`config.mk`:
```
export PLATFORM = sky130hd
export DESIGN_NAME = adj_ns_counter
export DESIGN_NICKNAME = d
export VERILOG_FILES = /design/src/rtl/adj_ns_pkg.sv /design/src/rtl/adj_ns_ctrl.sv /design/src/rtl/adj_ns_datapath.sv /design/src/rtl/adj_ns_counter.sv
export SDC_FILE = /design/constraint.sdc
export NUM_CORES = 1
export LEC_CHECK = 0
export ABC_CLOCK_PERIOD_IN_PS = 10000
export BUFFER_PORTS_ARGS = -buffer_cell sky130_fd_sc_hd__buf_4
export CAP_MARGIN = 10
export CORE_MARGIN = 2
export CORE_UTILIZATION = 43
export DETAILED_ROUTE_END_ITERATION = 8
export PLACE_DENSITY = 0.65
export SKIP_CTS_REPAIR_TIMING = 1
export SLEW_MARGIN = 30
export SYNTH_ARGS = -nofsm -noshare
export SYNTH_HDL_FRONTEND = slang
export SYNTH_SLANG_ARGS = --single-unit
```
`constraint.sdc`:
```
create_clock -name clk -period 10 [get_ports clk]
set_input_delay 1.5 -clock clk [delete_from_list [all_inputs] [get_ports clk]]
set_output_delay 1.5 -clock clk [all_outputs]
set_load 0.005 [all_outputs]
```
`src/rtl/adj_ns_pkg.sv`:
```
package adj_ns_pkg;

  // register addresses
  localparam logic [2:0] ADDR_CTRL   = 3'd0;
  localparam logic [2:0] ADDR_TIME   = 3'd1;
  localparam logic [2:0] ADDR_PERIOD = 3'd2;
  localparam logic [2:0] ADDR_CORR   = 3'd3;
  localparam logic [2:0] ADDR_INC    = 3'd4;

  // control word bit positions
  localparam int BIT_EN      = 0;
  localparam int BIT_PRST    = 4;
  localparam int BIT_PRST_HI = 5;
  localparam int BIT_RESTART = 9;
  localparam int BIT_CAPTURE = 11;

  // lsb of the correction step inside the increment word
  localparam int CORR_LSB = 8;

  typedef struct packed {
    logic restart;
    logic load;
    logic advance;
    logic wrapEn;
    logic capture;
  } cnt_stb_t;

endpackage

```
`src/rtl/adj_ns_ctrl.sv`:
```
module adj_ns_ctrl
  import adj_ns_pkg::*;
#(
  parameter int CNT_W = 32,
  parameter int INC_W = 7
) (
  input  logic             clk,
  input  logic             rstN,
  input  logic             regWe,
  input  logic [2:0]       regAddr,
  input  logic [CNT_W-1:0] regWdata,
  output cnt_stb_t         stb,
  output logic [INC_W-1:0] stepVal,
  output logic [CNT_W-1:0] periodVal,
  output logic [CNT_W-1:0] ctrlWord,
  output logic [CNT_W-1:0] corrPerWord,
  output logic [CNT_W-1:0] incWord
);

  localparam logic [CNT_W-1:0] CNT_ONE    = CNT_W'(1);
  localparam logic [CNT_W-1:0] RST_PERIOD = CNT_ONE << (CNT_W - 1);
  localparam logic [CNT_W-1:0] CTRL_MASK  = (CNT_ONE << BIT_EN) | (CNT_ONE << BIT_PRST) |
                                            (CNT_ONE << BIT_PRST_HI) | (CNT_ONE << BIT_CAPTURE);

  logic [CNT_W-1:0] ctrlQ;
  logic [CNT_W-1:0] periodQ;
  logic [CNT_W-1:0] corrPerQ;
  logic [CNT_W-1:0] corrCntQ;
  logic [INC_W-1:0] incQ;
  logic [INC_W-1:0] corrIncQ;

  logic wrCtrl, wrTime, wrPeriod, wrCorr, wrInc;
  logic restartNow, corrHit;

  assign wrCtrl   = regWe && (regAddr == ADDR_CTRL);
  assign wrTime   = regWe && (regAddr == ADDR_TIME);
  assign wrPeriod = regWe && (regAddr == ADDR_PERIOD);
  assign wrCorr   = regWe && (regAddr == ADDR_CORR);
  assign wrInc    = regWe && (regAddr == ADDR_INC);

  assign restartNow = wrCtrl && regWdata[BIT_RESTART];

  // this enabled cycle is the Nth of its correction window
  assign corrHit = ctrlQ[BIT_EN] && (corrPerQ != '0) && ((corrCntQ + CNT_ONE) == corrPerQ);
  assign stepVal = corrHit ? corrIncQ : incQ;

  always_comb begin
    stb.restart = restartNow;
    stb.load    = wrTime;
    stb.advance = ctrlQ[BIT_EN];
    stb.wrapEn  = ctrlQ[BIT_PRST];
    stb.capture = ctrlQ[BIT_CAPTURE];
  end

  always_ff @(posedge clk or negedge rstN) begin
    if (!rstN) begin
      ctrlQ    <= '0;
      periodQ  <= RST_PERIOD;
      corrPerQ <= '0;
      corrCntQ <= '0;
      incQ     <= '0;
      corrIncQ <= '0;
    end else begin
      if (wrCtrl) begin
        ctrlQ <= regWdata & CTRL_MASK;
      end else if (ctrlQ[BIT_CAPTURE]) begin
        ctrlQ[BIT_CAPTURE] <= 1'b0;
      end

      if (wrPeriod) periodQ <= regWdata;
      if (wrCorr)   corrPerQ <= regWdata;
      if (wrInc) begin
        incQ     <= regWdata[INC_W-1:0];
        corrIncQ <= regWdata[CORR_LSB +: INC_W];
      end

      if (wrCorr || restartNow) begin
        corrCntQ <= '0;
      end else if (ctrlQ[BIT_EN]) begin
        corrCntQ <= corrHit ? '0 : corrCntQ + CNT_ONE;
      end
    end
  end

  always_comb begin
    incWord = '0;
    incWord[INC_W-1:0] = incQ;
    incWord[CORR_LSB +: INC_W] = corrIncQ;
  end

  assign periodVal   = periodQ;
  assign ctrlWord    = ctrlQ;
  assign corrPerWord = corrPerQ;

endmodule

```
`src/rtl/adj_ns_datapath.sv`:
```
module adj_ns_datapath
  import adj_ns_pkg::*;
#(
  parameter int CNT_W = 32,
  parameter int INC_W = 7
) (
  input  logic             clk,
  input  logic             rstN,
  input  cnt_stb_t         stb,
  input  logic [INC_W-1:0] stepVal,
  input  logic [CNT_W-1:0] periodVal,
  input  logic [CNT_W-1:0] loadVal,
  output logic [CNT_W-1:0] timeQ,
  output logic [CNT_W-1:0] snapQ,
  output logic             wrapQ
);

  localparam int SUM_W = CNT_W + 1;

  logic [SUM_W-1:0] sum;
  logic [SUM_W-1:0] folded;
  logic             wrapHit;
  logic [CNT_W-1:0] nextTime;

  assign sum      = {1'b0, timeQ} + {{(SUM_W - INC_W){1'b0}}, stepVal};
  assign wrapHit  = stb.wrapEn && (sum >= {1'b0, periodVal});
  assign folded   = sum - {1'b0, periodVal};
  assign nextTime = wrapHit ? folded[CNT_W-1:0] : sum[CNT_W-1:0];

  always_ff @(posedge clk or negedge rstN) begin
    if (!rstN) begin
      timeQ <= '0;
      snapQ <= '0;
      wrapQ <= 1'b0;
    end else begin
      if (stb.restart) begin
        timeQ <= '0;
      end else if (stb.load) begin
        timeQ <= loadVal;
      end else if (stb.advance) begin
        timeQ <= nextTime;
      end

      wrapQ <= stb.advance && wrapHit && !stb.restart && !stb.load;

      if (stb.capture) snapQ <= timeQ;
    end
  end

endmodule

```
`src/rtl/adj_ns_counter.sv`:
```
module adj_ns_counter
  import adj_ns_pkg::*;
#(
  parameter int CNT_W = 32,
  parameter int INC_W = 7
) (
  input  logic             clk,
  input  logic             rstN,
  input  logic             regWe,
  input  logic [2:0]       regAddr,
  input  logic [CNT_W-1:0] regWdata,
  output logic [CNT_W-1:0] regRdata,
  output logic [CNT_W-1:0] timeNow,
  output logic             wrapPulse
);

  cnt_stb_t         stb;
  logic [INC_W-1:0] stepVal;
  logic [CNT_W-1:0] periodVal;
  logic [CNT_W-1:0] ctrlWord;
  logic [CNT_W-1:0] corrPerWord;
  logic [CNT_W-1:0] incWord;
  logic [CNT_W-1:0] snapQ;

  adj_ns_ctrl #(.CNT_W(CNT_W), .INC_W(INC_W)) u_ctrl (
    .clk(clk), .rstN(rstN), .regWe(regWe), .regAddr(regAddr), .regWdata(regWdata),
    .stb(stb), .stepVal(stepVal), .periodVal(periodVal), .ctrlWord(ctrlWord),
    .corrPerWord(corrPerWord), .incWord(incWord)
  );

  adj_ns_datapath #(.CNT_W(CNT_W), .INC_W(INC_W)) u_dp (
    .clk(clk), .rstN(rstN), .stb(stb), .stepVal(stepVal), .periodVal(periodVal),
    .loadVal(regWdata), .timeQ(timeNow), .snapQ(snapQ), .wrapQ(wrapPulse)
  );

  always_comb begin
    case (regAddr)
      ADDR_CTRL:   regRdata = ctrlWord;
      ADDR_TIME:   regRdata = snapQ;
      ADDR_PERIOD: regRdata = periodVal;
      ADDR_CORR:   regRdata = corrPerWord;
      ADDR_INC:    regRdata = incWord;
      default:     regRdata = '0;
    endcase
  end

endmodule

```
After elaboration in Yosys (flattened, before gate mapping)

Index checks and enable logic that the tools add are counted.

Bits in registers: 179
Input port bits: 38
Output and inout port bits: 65
Word-level logic and storage cells: 48

Add/sub/neg operators: 3
$lt $le $gt $ge: 1
Equality and inequality tests: 5
Mux-type cells: 10
Reductions and logical operators: 19

Operators with widths:

| kind                                                 | number |
|---|---|
| 2-to-1 mux 32 bit                                    | 7 |
| one-hot mux 32 bit (5 select lines)                  | 1 |
| adder 32 x 7 -> 33 bit                               | 1 |
| greater-or-equal comparator 33 x 32 -> 1 bit         | 1 |
| adder 32 x 1 -> 32 bit (second input constant)       | 1 |
| equality test 32 bit                                 | 1 |
| nonzero test 32 bit                                  | 1 |
| subtractor 32 bit                                    | 1 |
| logical AND 1 bit                                    | 12 |
| 2-to-1 mux 7 bit                                     | 1 |
| equality test 3 x 2 -> 1 bit (second input constant) | 2 |
| equality test 3 x 1 -> 1 bit (second input constant) | 1 |
| equality test 3 bit (second input constant)          | 1 |
| logical NOT 3 bit                                    | 1 |
| nonzero test 3 bit                                   | 1 |
| logical NOT 1 bit                                    | 2 |
| nonzero test 2 bit                                   | 1 |
| logical OR 1 bit                                     | 1 |
| 2-to-1 mux 1 bit                                     | 1 |

Depth between registers and ports, before layout

Word-level depth: 11
Gate-level depth with buffers: 32
Depth with buffers taken out: 28

Hierarchy

From an unflattened synthesis, not the netlist that was laid out.

Cell total of the unflattened synthesis: 1479
Area total of the unflattened synthesis: 13599.3 um2

By module, submodules not included:

| module          | times used | cells each | area each (um2) | seq. area each (um2) |
|---|---|---|---|---|
| adj_ns_ctrl     | 1          | 630        | 6498.7          | 2854.0 |
| adj_ns_datapath | 1          | 691        | 5760.5          | 1626.6 |
| adj_ns_counter  | 1          | 158        | 1340.0          | 0.0 |

Least setup slack after synthesis

No wires, ideal clock.

Path kind: reg-to-reg
Start point: reg u_ctrl.corrCntQ[0]
End point: reg u_dp.timeQ[23]
Library setup time: 0.099 ns
Arrival: 7.056 ns
Required time: 9.901 ns
Setup slack: 2.844 ns
Cell stages (with the launch flop): 30
Buffers on the path: 3
Period minus slack after synthesis: 7.156 ns
Path through: dfrtp_1 > ha_1 > xnor2_1 > nand3_1 > or4_1 > nor4_1 > nand4_1 > nor4_1 > nand4_1 > clkbuf_1 > mux2_1 > ha_1 > a21oi_1 > nand4b_1 > and3_1 > nor4_1 > and2_1 > nand3_1 > xnor2_1 > ha_1 > nand4_1 > nor2_1 > o2bb2ai_1 > o21ai_0 > a211o_1 > o211ai_1 > clkbuf_1 > clkbuf_1 > nand2_1 > a311oi_1

Longest elaborated chain between the ends: 11
Elaborated cells on any way between the ends: 12
Those cells by class: 3 x add/sub; 1 x order compare; 1 x eq/ne; 5 x mux; 2 x reduce/logical

RTL lines:

| element                                      | RTL line              | text |
|---|---|---|
| start, declared                              | adj_ns_ctrl.sv:28     | `logic [CNT_W-1:0] corrCntQ;` |
| start signal, assigned                       | adj_ns_ctrl.sv:80     | `corrCntQ <= corrHit ? '0 : corrCntQ + CNT_ONE;` |
| adder 32 x 1 -> 32 bit *                     | adj_ns_ctrl.sv:44     | `assign corrHit = ctrlQ[BIT_EN] && (corrPerQ != '0) && ((corrCntQ + CNT_ONE) == corrPerQ);` |
| equality test 32 bit *                       | adj_ns_ctrl.sv:44     |  |
| logical AND 1 bit *                          | adj_ns_ctrl.sv:44     |  |
| 2-to-1 mux 7 bit *                           | adj_ns_ctrl.sv:45     | `assign stepVal = corrHit ? corrIncQ : incQ;` |
| adder 32 x 7 -> 33 bit *                     | adj_ns_datapath.sv:25 | `assign sum = {1'b0, timeQ} + {{(SUM_W - INC_W){1'b0}}, stepVal};` |
| greater-or-equal comparator 33 x 32 -> 1 bit | adj_ns_datapath.sv:26 | `assign wrapHit = stb.wrapEn && (sum >= {1'b0, periodVal});` |
| logical AND 1 bit                            | adj_ns_datapath.sv:26 |  |
| 2-to-1 mux 32 bit *                          | adj_ns_datapath.sv:28 | `assign nextTime = wrapHit ? folded[CNT_W-1:0] : sum[CNT_W-1:0];` |
| 2-to-1 mux 32 bit *                          | adj_ns_datapath.sv:40 | `end else if (stb.advance) begin` |
| 2-to-1 mux 32 bit *                          | adj_ns_datapath.sv:38 | `end else if (stb.load) begin` |
| 2-to-1 mux 32 bit *                          | adj_ns_datapath.sv:36 | `if (stb.restart) begin` |
| end signal, assigned                         | adj_ns_datapath.sv:39 | `timeQ <= loadVal;` |
| end signal, assigned                         | adj_ns_datapath.sv:41 | `timeQ <= nextTime;` |
| end, declared                                | adj_ns_datapath.sv:13 | `output logic [CNT_W-1:0] timeQ,` |

Every way passes the cells marked *; elsewhere a longest branch is shown, timed or not. The select of a mux whose other input is x is not followed.
A chain may end at the register's enable or synchronous reset.

Worst setup path in the final report

Start point: reg u_ctrl.corrCntQ[8]
End point: reg u_dp.timeQ[12]

Same word-level chain as after synthesis.

==> run_results.csv <==
group,metric,value,unit
synthesis,ys_seq_elements,179,
die,floorplan.die.width,176,um
global_route,initial_antenna_violation_count,2,
synthesis,dominantRegCellSynth,"sky130_fd_sc_hd__dfrtp_1",
cts,max-clock-path-buffers,2,
routing,route.antenna.remaining_nets,0,
routing,detail_route.wl_per_cell,22.6,um
finish,final_instance_area,14300,sq um
synthesis,post_synth_num_cell_types,78,
routing,number_of_iterations_in_the_first_detailed_routing_pass,6,
cts,cts-htree-levels,4,
synthesis,avgSynthCellArea,8.98,sq um
die,floorplan.initialDensity,43.9,%
power,vdd.ir_drop.worst,0.000218,V
synthesis,synth_cells,1409,
die,fp.dieH,176,um
setup_path,timing.critical_path.max_delay_family,"simple AND/OR/NAND/NOR gates",
setup_path,worstSetupPathType,"flip-flop to flip-flop",
setup_path,timing.critical_path.buf_inv,2,
timing,setup_tns,0,ns
synthesis,sequential_share_of_the_synthesized_area,35.4,%
setup_path,crit_fanout,27,
synthesis,synth.most_common_cell,"sky130_fd_sc_hd__dfrtp_1",
timing,period_share,85.0,%
synthesis,synth_top_area_share,35.2,%
setup_path,startpoint_type,"flip-flop",
setup_path,setup.worst_path.end_class,"flip-flop",
cts,cts.sinks,179,
synthesis,synthDominantAreaCellType,"sky130_fd_sc_hd__dfrtp_1",
routing,drt_iter0_markers,1359,
synthesis,synth-async-reset-ratio,100,%
cts,clk-insertion-delay-late,0.45,ns
cts,worst_setup_hold_path_clk_slew,0.09,ns
finish,post_layout_nets,1525,
setup_path,r2r_slack,1.50,ns
routing,vias,11500,
status,outcome,"completed",
synthesis,post_synth_instance_area,12700,sq um
timing,final_setup_violations,0,
synthesis,postSynthNetCount,1490,
setup_path,worstPathRequired,10.32,ns
cts,cts_tree,"yes",
synthesis,synth_edf_count,0,
global_route,globalRouteOverflowTotal,0,
timing,timing_hold_violations_final,0,
finish,syn_to_final_growth,12.7,%
timing,final_period_minus_worst_setup_slack,8.50,ns
synthesis,synth-warning-count,0,
cts,clk_root_buffer_cell,"sky130_fd_sc_hd__clkbuf_16",
cts,cts_made_buffers,17,
finish,layout.cells.non_filler,1842,
die,ioPinCount,103,
run,maxCapViolCount,0,
finish,final_util,49.4,%
routing,drc_errors,0,
die,design.core.area,28900,sq um
timing,slew-limit-headroom,33.5,%
setup_path,slowest_stage,"sky130_fd_sc_hd__nor4_2",
timing,rsz0062_at_grt,"no",
die,std_cell_rows,62,
min_path,min_path_type,"flip-flop to flip-flop",
synthesis,netlist_top_cells_count,"178 x sky130_fd_sc_hd__dfrtp_1, 116 x sky130_fd_sc_hd__nand2_1, 102 x sky130_fd_sc_hd__mux2_2, 91 x sky130_fd_sc_hd__o21ai_0, 82 x sky130_fd_sc_hd__clkbuf_1",
setup_path,worst_path_largest_cell_delay,0.86,ns
timing,timing.final.max_slew_violations,0,
routing,vias_per_cell,6.22,
timing,max_slew.worst_pin.slew,0.995,ns
power,power-per-cell-area,284,nW/um^2
setup_path,path_common_cell,"sky130_fd_sc_hd__nand4_1",
die,design.die.area,30800,sq um
synthesis,yosys-top-cells-area,"sky130_fd_sc_hd__dfrtp_1 35%, sky130_fd_sc_hd__mux2_2 9.1%, sky130_fd_sc_hd__xnor2_1 4.7%, sky130_fd_sc_hd__ha_1 4.1%, sky130_fd_sc_hd__o21ai_0 3.6%",
global_route,gr-usage-all-layers,27.3,%
power,total_leakage_power,0.00598,uW
placement,numPlacedInstances,1809,
global_route,grt_max_degree,105,
global_route,grt_first_pass_wirelength,64900,um
placement,gp_congestion,0.949,
timing,fmax,0.118,GHz
setup_path,crit_arrival,8.82,ns
global_route,grt_pass1_vias,11000,
placement,placement.cell_area,13600,sq um
finish,final_layout_size_suffix_gt1_share,18.6,%
routing,routed_wl,41600,um
placement,buffer_ports.inserted,102,
timing,clock_skew,0.0191,ns
placement,hpwl,31000,um
-- layout make-up --
cell class / count / area [sq um]
fillers: 2723 / 14600
clock inverters: 15 / 199
inverters: 59 / 221
clock buffers: 17 / 425
repair buffers: 119 / 920
multi-input cells: 1068 / 7530
well taps: 384 / 480
flip-flops and latches: 179 / 4480
diodes: 1 / 2.50
-- worst reg2reg max path, delay by kind of cell (launching register included) --
family | cells | cell delay (ns)
AOI/OAI and AO/OA | 8 | 2.27
xor gates and xnor gates | 2 | 0.34
adders and majority gates | 3 | 1.02
buffers and inverters | 2 | 0.58
DFF | 1 | 0.60
muxes | 1 | 0.34
and+or+nand+nor | 12 | 3.25
-- kinds of logic after synthesis --
logic type               Yosys count  synth area share (%)
AO/OA/AOI/OAI                    356                  18.3
multiplexers                     141                  12.2
flip-flops                       179                  35.4
XOR/XNOR                         104                  7.20
adder cells (fa/ha/maj)           43                  4.37
AND/OR/NAND/NOR                  424                  17.4
buffers and inverters            162                  5.20
-- per-layer routing --
metal  up-vias  wire length, um  GRT usage [%]  part of all wire [%]
li1       5253                -              -                     -
met1      5591            18300           38.9                    44
met2       517            18400           41.3                    44
met3        88             3260           4.57                   7.8
met4         2             1550           10.7                   3.7
met5         -               13              0                 0.031
-- metrics by stage --
step	hold WS (ns)	setup WS (ns)	power, uW
6_report	0.513	1.50	4060
5_1_grt	0.523	0.676	4330
4_1_cts	0.510	1.64	4030
3_5_place_dp	0.492	1.64	3310
3_3_place_gp	0.486	1.90	3280
2_1_floorplan	0.477	2.84	2640
-- power breakdown --
group	switching, uW	internal, uW	total (uW)	leakage, uW
Combinational	1170	956	2120	0.00346
Sequential	302	927	1230	0.00222
Clock	356	347	703	0.000302
-- sequential cells by signal, indices dropped and copies added (netlist names) --
signal              flops
u_ctrl.corrPerWord     32
u_dp.snapQ             32
u_ctrl.ctrlWord         4
u_dp.timeQ             32
u_dp.wrapQ              1
u_ctrl.corrCntQ        32
u_ctrl.periodVal       32
u_ctrl.corrIncQ         7
u_ctrl.incQ             7
-- cell usage in the layout, fill, tap and decap left out, drive strengths merged, types with 10 or more instances in the layout --
cell,synthesis,final
nand2,116,116
nand3,45,45
nor3,31,31
or3,16,16
mux2i,35,35
xor2,36,36
a21o,22,22
nor2b,10,10
dfrtp,178,178
ha,41,41
and3,25,25
xnor2,68,68
nand4,39,39
a31oi,29,29
mux2,106,106
a21oi,63,63
buf,20,118
a22oi,29,29
o21ai,93,93
clkbuf,83,18
and2,13,13
or4,17,17
o22ai,19,19
o31ai,13,13
nor2,66,66
o211ai,12,12
nor4,20,20
inv,58,67
-- final timing paths --
kind                                        end                from  cells past startpoint
setup / recovery                 u_dp.timeQ[12]  u_ctrl.corrCntQ[8]                     28
min in group asynchronous    u_ctrl.corrCntQ[5]                rstN                      1
hold / removal                   u_dp.snapQ[14]      u_dp.snapQ[14]                      1
hold reg to reg                  u_dp.snapQ[14]      u_dp.snapQ[14]                      1
max in group asynchronous  u_ctrl.periodVal[31]                rstN                      3
setup reg to reg                 u_dp.timeQ[12]  u_ctrl.corrCntQ[8]                     28
Power figures use the tool's default switching activity.
